===== config.mk =====
export PLATFORM = sky130hd
export DESIGN_NAME = serrx_irq_unit
export DESIGN_NICKNAME = d
export VERILOG_FILES = /design/src/rtl/serrx_pkg.sv /design/src/rtl/serrx_datapath.sv /design/src/rtl/serrx_ctrl.sv /design/src/rtl/serrx_irq_unit.sv
export SDC_FILE = /design/constraint.sdc
export NUM_CORES = 1
export LEC_CHECK = 0
export ABC_AREA = 1
export ABC_CLOCK_PERIOD_IN_PS = 3050
export BUFFER_PORTS_ARGS = -buffer_cell sky130_fd_sc_hd__buf_2
export CORE_MARGIN = 2
export CORE_UTILIZATION = 63
export CTS_CLUSTER_DIAMETER = 100
export DETAILED_ROUTE_END_ITERATION = 16
export PLACE_DENSITY = 0.9
export SYNTH_ARGS = -nofsm -noshare
export SYNTH_HDL_FRONTEND = slang
export SYNTH_SLANG_ARGS = --single-unit

===== constraint.sdc =====
create_clock -name clk -period 3.05 [get_ports clk]
set_clock_uncertainty 0.15 [all_clocks]
set_input_delay 0.61 -clock clk [delete_from_list [all_inputs] [get_ports clk]]
set_output_delay 0.61 -clock clk [all_outputs]
set_load 0.05 [all_outputs]

===== src/rtl/serrx_pkg.sv =====
package serrx_pkg;
  // Strobes from control to datapath
  typedef struct packed {
    logic push;
    logic pop;
  } fifoCmd_t;

  localparam int SRC_OVR = 0;
  localparam int SRC_LVL = 1;
  localparam int SRC_TMO = 2;
  localparam int SRC_TX  = 3;
  localparam int NUM_SRC = 4;
endpackage


===== src/rtl/serrx_datapath.sv =====
module serrx_datapath
  import serrx_pkg::*;
#(
  parameter int DEPTH = 8,
  parameter int WIDTH = 16,
  localparam int PTR_W = (DEPTH > 1) ? $clog2(DEPTH) : 1,
  localparam int CNT_W = $clog2(DEPTH + 1)
) (
  input  logic             clk,
  input  logic             rstN,
  input  fifoCmd_t         cmd,
  input  logic [WIDTH-1:0] wrData,
  output logic [WIDTH-1:0] headData,
  output logic [CNT_W-1:0] count,
  output logic             full,
  output logic             empty
);
  localparam logic [PTR_W-1:0] LAST_PTR = PTR_W'(DEPTH - 1);
  localparam logic [CNT_W-1:0] FULL_CNT = CNT_W'(DEPTH);

  logic [WIDTH-1:0] mem [DEPTH];
  logic [PTR_W-1:0] wrPtr, rdPtr;

  function automatic logic [PTR_W-1:0] nextPtr(input logic [PTR_W-1:0] p);
    return (p == LAST_PTR) ? '0 : p + 1'b1;
  endfunction

  always_ff @(posedge clk) begin
    if (cmd.push) mem[wrPtr] <= wrData;
  end

  always_ff @(posedge clk) begin
    if (!rstN) begin
      wrPtr <= '0;
      rdPtr <= '0;
      count <= '0;
    end else begin
      if (cmd.push) wrPtr <= nextPtr(wrPtr);
      if (cmd.pop)  rdPtr <= nextPtr(rdPtr);
      case ({cmd.push, cmd.pop})
        2'b10:   count <= count + 1'b1;
        2'b01:   count <= count - 1'b1;
        default: count <= count;
      endcase
    end
  end

  assign headData = mem[rdPtr];
  assign full     = (count == FULL_CNT);
  assign empty    = (count == '0);
endmodule


===== src/rtl/serrx_ctrl.sv =====
module serrx_ctrl
  import serrx_pkg::*;
#(
  parameter int DEPTH     = 8,
  parameter int LEVEL     = 4,
  parameter int TMO_TICKS = 32,
  localparam int CNT_W = $clog2(DEPTH + 1),
  localparam int TMO_W = $clog2(TMO_TICKS + 1)
) (
  input  logic               clk,
  input  logic               rstN,
  input  logic               wordDone,
  input  logic               rdStrobe,
  input  logic               ovrClr,
  input  logic               tmoClr,
  input  logic               bitTick,
  input  logic               txLevel,
  input  logic               maskWr,
  input  logic [NUM_SRC-1:0] maskData,
  input  logic               full,
  input  logic               empty,
  input  logic [CNT_W-1:0]   count,
  output fifoCmd_t           cmd,
  output logic [NUM_SRC-1:0] rawStatus,
  output logic [NUM_SRC-1:0] maskedStatus,
  output logic               irq
);
  localparam logic [TMO_W-1:0] TMO_LAST = TMO_W'(TMO_TICKS - 1);
  localparam logic [CNT_W-1:0] LVL_CNT  = CNT_W'(LEVEL);

  logic               ovrQ, tmoQ;
  logic [TMO_W-1:0]   tmoCnt;
  logic [NUM_SRC-1:0] maskQ;
  logic               doPop, doPush, ovrSet, tmoRestart;

  // Read is applied before the incoming word is judged
  assign doPop  = rdStrobe && !empty;
  assign doPush = wordDone && !ovrQ && (!full || doPop);
  assign ovrSet = wordDone && !ovrQ && full && !doPop;

  always_comb begin
    cmd      = '0;
    cmd.push = doPush;
    cmd.pop  = doPop;
  end

  always_ff @(posedge clk) begin
    if (!rstN)       ovrQ <= 1'b0;
    else if (ovrQ)   ovrQ <= !ovrClr;
    else             ovrQ <= ovrSet;
  end

  assign tmoRestart = doPop || tmoClr || ovrClr || empty;

  always_ff @(posedge clk) begin
    if (!rstN)                         tmoCnt <= '0;
    else if (tmoRestart)               tmoCnt <= '0;
    else if (bitTick && !tmoQ)         tmoCnt <= tmoCnt + 1'b1;
  end

  always_ff @(posedge clk) begin
    if (!rstN)                   tmoQ <= 1'b0;
    else if (doPop || tmoClr)    tmoQ <= 1'b0;
    else if (!tmoRestart && bitTick && tmoCnt == TMO_LAST)
                                 tmoQ <= 1'b1;
  end

  always_ff @(posedge clk) begin
    if (!rstN)       maskQ <= '0;
    else if (maskWr) maskQ <= maskData;
  end

  always_comb begin
    rawStatus          = '0;
    rawStatus[SRC_OVR] = ovrQ;
    rawStatus[SRC_LVL] = (count >= LVL_CNT);
    rawStatus[SRC_TMO] = tmoQ;
    rawStatus[SRC_TX]  = txLevel;
  end

  for (genvar i = 0; i < NUM_SRC; i++) begin : g_mask
    assign maskedStatus[i] = rawStatus[i] & maskQ[i];
  end

  assign irq = |maskedStatus;
endmodule


===== src/rtl/serrx_irq_unit.sv =====
module serrx_irq_unit
  import serrx_pkg::*;
#(
  parameter int DEPTH     = 8,
  parameter int WIDTH     = 16,
  parameter int LEVEL     = 4,
  parameter int TMO_TICKS = 32,
  localparam int CNT_W = $clog2(DEPTH + 1)
) (
  input  logic             clk,
  input  logic             rstN,
  input  logic             wordDone,
  input  logic [WIDTH-1:0] wordData,
  input  logic             rdStrobe,
  output logic [WIDTH-1:0] rdData,
  input  logic             ovrClr,
  input  logic             tmoClr,
  input  logic             bitTick,
  input  logic             txLevel,
  input  logic             maskWr,
  input  logic [3:0]       maskData,
  output logic [3:0]       rawStatus,
  output logic [3:0]       maskedStatus,
  output logic             irq
);
  fifoCmd_t         cmd;
  logic [WIDTH-1:0] headData;
  logic [CNT_W-1:0] fifoCount;
  logic             fifoFull, fifoEmpty;

  serrx_ctrl #(.DEPTH(DEPTH), .LEVEL(LEVEL), .TMO_TICKS(TMO_TICKS)) u_ctrl (
    .clk(clk), .rstN(rstN), .wordDone(wordDone), .rdStrobe(rdStrobe),
    .ovrClr(ovrClr), .tmoClr(tmoClr), .bitTick(bitTick), .txLevel(txLevel),
    .maskWr(maskWr), .maskData(maskData), .full(fifoFull), .empty(fifoEmpty),
    .count(fifoCount), .cmd(cmd), .rawStatus(rawStatus),
    .maskedStatus(maskedStatus), .irq(irq)
  );

  serrx_datapath #(.DEPTH(DEPTH), .WIDTH(WIDTH)) u_dp (
    .clk(clk), .rstN(rstN), .cmd(cmd), .wrData(wordData),
    .headData(headData), .count(fifoCount), .full(fifoFull), .empty(fifoEmpty)
  );

  assign rdData = cmd.pop ? headData : '0;
endmodule


==> After elaboration in Yosys (flattened, before gate mapping) <==
Memory sizes are Yosys's and may differ from the RTL's. A register that Yosys moved wholly into a read port is not among the register bits.
Index checks and enable logic that the tools add are counted.
{ "word_totals": {"memories": 1, "wordCells": 58, "ram_bits": 128, "regBits": 22, "output_inout_bits": 25, "input_bits": 29} }
{ "classes": {"bitwise_logic": 5, "eq_ne": 6, "mux": 9, "n_lt_le_gt_ge": 1, "n_reduce_logical": 24, "add_sub_neg": 5} }
{ "mem_list": {"columns": ["memory", "depth", "word_bits", "rd", "rd_ports_with_merged_regs", "write_ports", "line", "rtl"], "rows": [
  ["u_dp.mem", 8, 16, 1, 1, 1, "serrx_datapath.sv:21", "logic [WIDTH-1:0] mem [DEPTH];"]
]} }
{ "ops": {"columns": ["cell", "n"], "rows": [
  ["16-bit two-way mux", 1],
  ["3-bit two-way mux", 4],
  ["1-bit logical AND", 8],
  ["4-bit case mux with 2 select lines", 1],
  ["1-bit logical NOT", 7],
  ["3-bit by 1-bit adder with 3-bit output, second input constant", 2],
  ["6-bit by 1-bit adder with 6-bit output, second input constant", 1],
  ["3-bit equality test, second input constant", 2],
  ["6-bit by 5-bit equality test with 1-bit output, second input constant", 1],
  ["4-bit by 1-bit adder with 4-bit output, second input constant", 1],
  ["1-bit bitwise AND", 4],
  ["4-bit equality test, second input constant", 1],
  ["4-bit by 3-bit greater-or-equal comparator with 1-bit output, second input constant", 1],
  ["4-bit logical NOT", 1],
  ["1-bit logical OR", 4],
  ["2-bit OR reduction", 2],
  ["4-bit OR reduction", 1],
  ["4-bit by 1-bit subtractor with 4-bit output, second input constant", 1],
  ["1-bit two-way mux", 3],
  ["2-bit by 1-bit equality test with 1-bit output, second input constant", 1],
  ["2-bit equality test, second input constant", 1],
  ["2-bit nonzero test", 1],
  ["1-bit inverter", 1]
]} }

==> Longest topological paths before layout <==
Gate-level depths: netlist of the first run.
{ "logic_depth": {"ltp_word": 9, "depth_mapped": 14, "depth_no_buf": 13} }

==> By module <==
Synthesis of the first run repeated with hierarchy kept, for this count alone.
{ "unflattened": {"hier_cells": 579, "hier_area_um2": 6523.8} }
{ "modules_own_cells": {"columns": ["module", "n_inst", "cells_per_inst", "area_each_um2", "seq_area_each_um2"], "rows": [
  ["serrx_datapath", 1, 450, 5675.4, 4103.9],
  ["serrx_ctrl", 1, 95, 684.4, 240.2],
  ["serrx_irq_unit", 1, 34, 163.9, 0.0]
]} }

==> Worst setup path after synthesis of the first run <==
Ideal clock, no wire load.
{ "synth_timing": {"path_kind": "input-to-output", "startpoint": "input rdStrobe", "endpoint": "output rdData[11]", "required_ns": 2.290, "path_buffers": 1, "setup_slack_ns": 0.670, "path_stages": 5, "t_arrival_ns": 1.620, "path_cell_list": "nand2_2 -> inv_1 -> buf_2 -> nand2_1 -> nor2_1"} }
{ "synth_via": {"elab_chain_len": 2} }
{ "synth_lines": {"columns": ["element", "line", "rtl"], "rows": [
  ["start: declaration", "serrx_irq_unit.sv:14", "input logic rdStrobe,"],
  ["1-bit logical AND", "serrx_ctrl.sv:37", "assign doPop = rdStrobe && !empty;"],
  ["named net u_ctrl.doPop", "serrx_ctrl.sv:34", "logic doPop, doPush, ovrSet, tmoRestart;"],
  ["16-bit two-way mux", "serrx_irq_unit.sv:44", "assign rdData = cmd.pop ? headData : '0;"],
  ["end: declaration", "serrx_irq_unit.sv:15", "output logic [WIDTH-1:0] rdData,"]
]} }
The timed path passes the listed nets, and every way through them passes these cells.

==> results of run 1 <==
[layout by cell type, fill, tap and decap left out, types with 2 or more instances in the layout]
| cell | n |
|---|---|
| nor2_4 | 2 |
| inv_6 | 4 |
| clkinvlp_4 | 5 |
| o21ai_1 | 34 |
| nand4_1 | 3 |
| inv_2 | 3 |
| buf_12 | 2 |
| nor2_2 | 3 |
| clkinv_2 | 3 |
| clkbuf_4 | 3 |
| o211ai_2 | 3 |
| clkbuf_16 | 16 |
| nor2_1 | 148 |
| o22ai_1 | 16 |
| buf_4 | 18 |
| nand2_1 | 46 |
| nand2_2 | 4 |
| xor2_1 | 4 |
| edfxtp_1 | 128 |
| o211ai_1 | 13 |
| a21oi_1 | 8 |
| ha_1 | 8 |
| dfxtp_1 | 23 |
| buf_2 | 51 |
| inv_1 | 21 |
| o21ai_0 | 41 |
| bufinv_16 | 2 |
| nand3_1 | 8 |
[metrics by stage]
stage | cells | utilization (%) | total power (W) | worst slack (ns) | hold slack, ns
floorplan | 556 | - | 0.00388 | 0.670 | 0.306
global placement | 732 | 69.2 | 0.00424 | 0.562 | 0.326
detailed placement | 732 | 69.2 | 0.00434 | 0.526 | 0.335
CTS | 765 | 75.2 | 0.00637 | 0.0716 | 0.154
global route | 766 | 75.4 | 0.00668 | 0.0286 | 0.155
finish | 766 | 75.4 | 0.00642 | 0.109 | 0.159
[repair_timing]
| item | CTS | global route |
|---|---|---|
| endpoints found under the setup margin | 14 | 9 |
| resized for setup | 4 | 3 |
| buffers inserted | 2 | 1 |
[where the power goes]
part	switching, W	total [W]	internal [W]
clock	0.000839	0.00200	0.00116
combinational	0.00134	0.00188	0.000542
sequential	0.000129	0.00253	0.00240
total	0.00231	0.00642	0.00411
[worst max-delay path: stages, from the launching register on]
cell and delay [ns]:
dfxtp_4 0.40, inv_4 0.17, buf_12 0.24, nor2_1 0.09, o22ai_1 0.19, nor2_1 0.06
nor2_1 0.16, buf_2 0.29
[worst min path at each step]
stage | from | end | slack (ns) | cells past startpoint
finish | maskData[2] | u_ctrl.maskQ[2]$_SDFFE_PN0P_ | 0.16 | 3
global route | maskData[2] | u_ctrl.maskQ[2]$_SDFFE_PN0P_ | 0.15 | 3
CTS | maskData[2] | u_ctrl.maskQ[2]$_SDFFE_PN0P_ | 0.15 | 3
detailed placement | u_ctrl.tmoCnt[1]$_SDFFE_PP0P_ | u_ctrl.tmoCnt[1]$_SDFFE_PP0P_ | 0.34 | 2
global placement | u_ctrl.tmoCnt[1]$_SDFFE_PP0P_ | u_ctrl.tmoCnt[1]$_SDFFE_PP0P_ | 0.33 | 2
floorplan | u_ctrl.tmoQ$_SDFFE_PP0P_ | u_ctrl.tmoQ$_SDFFE_PP0P_ | 0.31 | 2
[Yosys cell counts (all sizes together)]
master	n
clkbuf	8
nand2	51
nand4	3
dfxtp	25
edfxtp	128
a21oi	9
or2	1
buf	20
o211ai	16
ha	8
inv	27
nor3	1
o21ai	75
a31oi	1
o22ai	16
xor2	4
nand3	8
nand3b	1
nor2	153
xnor2	1
[layout make-up]
class,count,area share [%]
clock buffer,17,5.65
sequential,153,59.3
clock inverter,14,1.98
timing repair buffer,74,6.18
inverter,27,1.52
multi-input combinational,348,23.1
tap,133,2.27
[state kept, by name, summed over array words and instances (netlist names), named ones only]
signal,flops
u_dp.mem,128
u_ctrl.tmoCnt,6
u_ctrl.maskQ,4
u_dp.count,4
u_dp.rdPtr,3
u_dp.wrPtr,3
u_ctrl.ovrQ,1
u_ctrl.tmoQ,1
[layer usage]
metal | wire, um | vias up | GRT usage, %
met5 | 0 | - | 0
met4 | 523 | 0 | 12.6
met3 | 1390 | 60 | 8.15
met2 | 7340 | 286 | 45.8
met1 | 5370 | 2163 | 34.7
li1 | - | 2067 | -
[cell families (layout without fill, tap and decap cells)]
family / after synthesis / after routing
xor gates and xnor gates: 5 / 5
DFF: 153 / 153
and+or+nand+nor: 218 / 218
buffers and inverters: 55 / 132
AOI/OAI and AO/OA: 117 / 117
adders and majority gates: 8 / 8
==> run metrics, run 1 <==
status finished, final reports clean; clk_lat worst skew 0.54 ns; proportion of synthesized area in mux cells 0%; Synth Area in XOR/XNOR 0.694%; actual slew at the worst max-slew pin 0.432 ns; Net Count, Synth 593; TritonCTS clock tree done; total die area 10,800 um2; layout cells sized above 1 19.9%; largest family of logic cells by synthesized area simple AND/OR/NAND/NOR gates; worst endpoint data arrival time 2.18 ns; Avg Cell Area, Syn 11.4 um2; worst-path fanout max 48; final worst-path cycle share 96.4%; final hold violations 0; Final Max Slew Viols 0; Seq cells post-synth 153; r2r setup slk 0.63 ns; maximum number of pins on one net before global-route repair 49; post-synthesis simple-gate area fraction 14.0%; maxcap violations 0; Gate Count Post-Synth 556; overall die height 104 um; worst hold path class in -> reg; Total Neg Setup Slack 0 ns; area of the multi-input gates 1690 um2; max_slew headroom 71.2%; clock sink count 153; worst flop-to-flop path endpoint u_dp.count[2]$_SDFFE_PN0P_; remaining antenna violation count after routing 0; post-layout min period 2.94 ns; Cell Area, Synth 6310 um2; placed inst area 6730 um2; post-synthesis sequential area ratio 68.8%; FMAX 340 MHz; RSZ-0062 raised after global routing no; element type at the critical path end primary output; num ports 54; Core Region 9730 um2; Initial DRC Count 515; WL final 14.6 mm; vias per cell 5.97; Adder-Cell Fraction of Synth Area 1.59%; Final GP Congestion 0.821; GRT Overall Usage 28.0%; ranking of synthesized cells by area edfxtp_1, nor2_1, dfxtp_1, o21ai_0, nand2_1; compound-cell area share of the yosys netlist 10.5%; Initial Util 64.9%; wire per inst 19.1 um; vias in the first global route 4,573; diode count 0; vias post-DR 4,576; area leader, netlist edfxtp_1; I/O Buffers 53; first-pass GRT wire length 22.9 mm; initial antenna violation count 0; DP HPWL 8.55 mm; R2R cell count 12; cell area after layout 7330 um2; 1st-pass router iterations 6; Synth cell types 31; hold_buf cts 0; Synth-to-Final Area Change 16.2%; number of CTS-inserted buffers 17; die extent in x 104 um; Synth top area share 60.9%; Max H-tree Level 4; Layout Nets 658; startpoint types flip-flop; Clock Path Buffers 2; register area 4350 um2; # fillers 572; clock-pin slew on the worst setup and hold paths 0.06 ns; Clk Tree Root Cell clkbuf_8; yosys warns 0; worst reg2reg startpoint u_dp.count[0]$_SDFFE_PN0P_; remaining global-route overflow 0; drc violations 0; Critical Path RT 2.29 ns; Worst Setup EP rdData[14]; P_leak 2.77 nW; Site Rows 36; critical setup path kind reg -> out; Cell Pwr Density 875 nW/um2; Final setup violation count 0; VDD IR max 0.602 mV
Note: power is estimated with default switching activity, not from simulation.
==> run 2: changes to the inputs <==
--- a/config.mk
+++ b/config.mk
@@ -10,6 +10,7 @@
 export BUFFER_PORTS_ARGS = -buffer_cell sky130_fd_sc_hd__buf_2
 export CORE_MARGIN = 2
 export CORE_UTILIZATION = 63
+export CTS_BUF_LIST = sky130_fd_sc_hd__clkbuf_8
 export CTS_CLUSTER_DIAMETER = 100
 export DETAILED_ROUTE_END_ITERATION = 16
 export PLACE_DENSITY = 0.9
==> run 2 against run 1 <==
Net effect: fmax is 1.1% higher; sequential cell count unchanged; non-clock buffer count decreased by 1; power fell by 8.7%; combinational power about the same; sequential power about the same; die area stayed put; utilization decreased by 2.0 points; critical path type unchanged; critical endpoint is now rdData[11]; highest routed layer unchanged.
==> run metrics, run 2 (synthesis results as in run 1) <==
vias in the first global route 4,533 (-0.87%); DP HPWL 8.55 mm (unchanged); post-layout min period 2.91 ns (-0.0310 ns); clk_lat worst skew 0.44 ns (-0.10 ns); remaining antenna violation count after routing 0 (unchanged); Core Region 9730 um2 (unchanged); 1st-pass router iterations 5 (-1); drc violations 0 (unchanged); WL final 14.2 mm (-3.2%); maximum number of pins on one net before global-route repair 49 (unchanged); number of CTS-inserted buffers 17 (unchanged); overall die height 104 um (unchanged); top flop regs u_dp.mem: 128 flops, u_ctrl.tmoCnt: 6 flops; max reg flops 128 (unchanged); vias per cell 5.87 (-1.7%); maxcap violations 0 (unchanged); max_slew headroom 70.4% (-0.75 points); FMAX 344 MHz (+1.1%); Cell Pwr Density 820 nW/um2 (-6.2%); GRT Overall Usage 27.2% (-0.80 points); Max H-tree Level 4 (unchanged); status finished, final reports clean; total power 0.00586 W (-8.7%); wire per inst 18.5 um (-3.1%); most common cell after layout, fill and taps aside nor2_1; Site Rows 36 (unchanged); Initial Util 64.9% (unchanged); hold_ws 0.255 ns (+0.0959 ns); Critical Path RT 2.29 ns (about the same); worst-path fanout max 48 (unchanged); diode count 0 (unchanged); remaining global-route overflow 0 (unchanged); Clock Path Buffers 2 (unchanged); commonest cells after routing, fill and taps aside nor2_1, edfxtp_1, buf_2; total die area 10,800 um2 (unchanged); die extent in x 104 um (unchanged); Clk pwr share 25.2% (-6.0 points); clock sink count 153 (unchanged); first-pass GRT wire length 22.3 mm (-2.4%); TritonCTS clock tree done; Logic pwr share 31.5% (+2.2 points); switching share of total power 37.6% (+1.6 points); VDD IR max 0.421 mV (-30%); Synth-to-Final Area Change 13.1%; Seq pwr share 43.3% (+3.8 points); Final GP Congestion 0.821 (unchanged); clock-pin slew on the worst setup and hold paths 0.08 ns (+0.02 ns); critical setup path kind reg -> out; final worst-path cycle share 95.4% (-1.0 points); P_leak 2.69 nW (-2.9%); worst hold path class in -> reg; Initial DRC Count 411 (-20%); Final Max Slew Viols 0 (unchanged); Final setup violation count 0 (unchanged); actual slew at the worst max-slew pin 0.443 ns (+0.0112 ns); startpoint types flip-flop; worst endpoint data arrival time 2.15 ns (-0.03 ns); num ports 54 (unchanged); internal power 0.00366 W (-11%); Clk Tree Root Cell clkbuf_8; Top reg by flops u_dp.mem; initial antenna violation count 0 (unchanged); Layout Nets 657 (-0.15%); final hold violations 0 (unchanged); layout cells sized above 1 19.6% (-0.28 points); vias post-DR 4,494 (-1.8%); I/O Buffers 53 (unchanged); Net Switching 0.00220 W (-4.7%); hold_buf cts 0 (unchanged); element type at the critical path end primary output
## run 2: cell count changes in the layout (fill, tap and decap cells not counted)
| cell | delta |
|---|---|
| inv_1 | +1 |
| clkbuf_16 | -16 |
| clkbuf_8 | +16 |
| buf_2 | +1 |
| clkinvlp_4 | -1 |
| clkbuf_4 | -2 |
## run 2: power groups by stage
| stage | Clock, W | Sequential (W) | Combinational (W) |
|---|---|---|---|
| 2_1_floorplan | 0 | 0.00250 | 0.00138 |
| 3_3_place_gp | 0 | 0.00255 | 0.00168 |
| 3_5_place_dp | 0 | 0.00257 | 0.00178 |
| 4_1_cts | 0.00149 | 0.00252 | 0.00182 |
| 5_1_grt | 0.00158 | 0.00255 | 0.00200 |
| 6_report | 0.00148 | 0.00253 | 0.00185 |
## run 2: path summary, 6_finish.rpt
path	start	end	slack [ns]	depth (start not counted)
worst min register to register	u_ctrl.tmoCnt[1]$_SDFFE_PP0P_	u_ctrl.tmoCnt[1]$_SDFFE_PP0P_	0.35	2
worst max register to register	u_dp.count[0]$_SDFFE_PN0P_	u_dp.count[2]$_SDFFE_PN0P_	0.68	13
worst min-delay path	maskData[0]	u_ctrl.maskQ[0]$_SDFFE_PN0P_	0.25	3
worst max-delay path	flip-flop	rdData[11]	0.14	7
## run 2: metal layers
metal  GRT usage [%]  vias up  part of all wire [%]
met1            32.7     2159                    38
met4            13.3        0                   2.3
met2            45.6      238                    52
met3            7.27       35                   8.1
li1                -     2062                     -
met5               0        -                     0
## run 2: cell type report
type	instances	area, um2
Clock inverter	14	145
Multi-Input combinational cell	348	1690
Timing Repair Buffer	73	443
Sequential cell	153	4350
Fill cell	612	2590
Tap cell	133	166
Inverter	27	108
Clock buffer	17	234
## run 2: per-stage QoR
| stage | instance area (um2) | setup WS [ns] | TNS [ns] | std cells | util, % |
|---|---|---|---|---|---|
| 2_1_floorplan | 6310 | 0.670 | 0 | 556 | - |
| 3_3_place_gp | 6730 | 0.562 | 0 | 732 | 69.2 |
| 3_5_place_dp | 6730 | 0.526 | 0 | 732 | 69.2 |
| 4_1_cts | 7130 | 0.0170 | 0 | 765 | 73.3 |
| 5_1_grt | 7140 | -0.00691 | -0.00691 | 765 | 73.4 |
| 6_report | 7140 | 0.140 | 0 | 765 | 73.4 |
## run 2: repair_timing
| action | in CTS | in global routing |
|---|---|---|
| buffers inserted | 2 | 0 |
| hold endpoints to repair | 0 | 0 |
| resized for setup | 1 | 5 |
| cloned | 0 | 0 |
| setup endpoints to repair | 1 | 15 |
| pin swaps | 0 | 0 |
## run 2: worst max-delay path, cell delays in order (launching register included)
cell	delay (ns)
dfxtp_4	0.43
inv_4	0.18
buf_12	0.24
o21ai_0	0.18
o22ai_1	0.21
nor2_1	0.07
nor2_1	0.11
buf_2	0.26
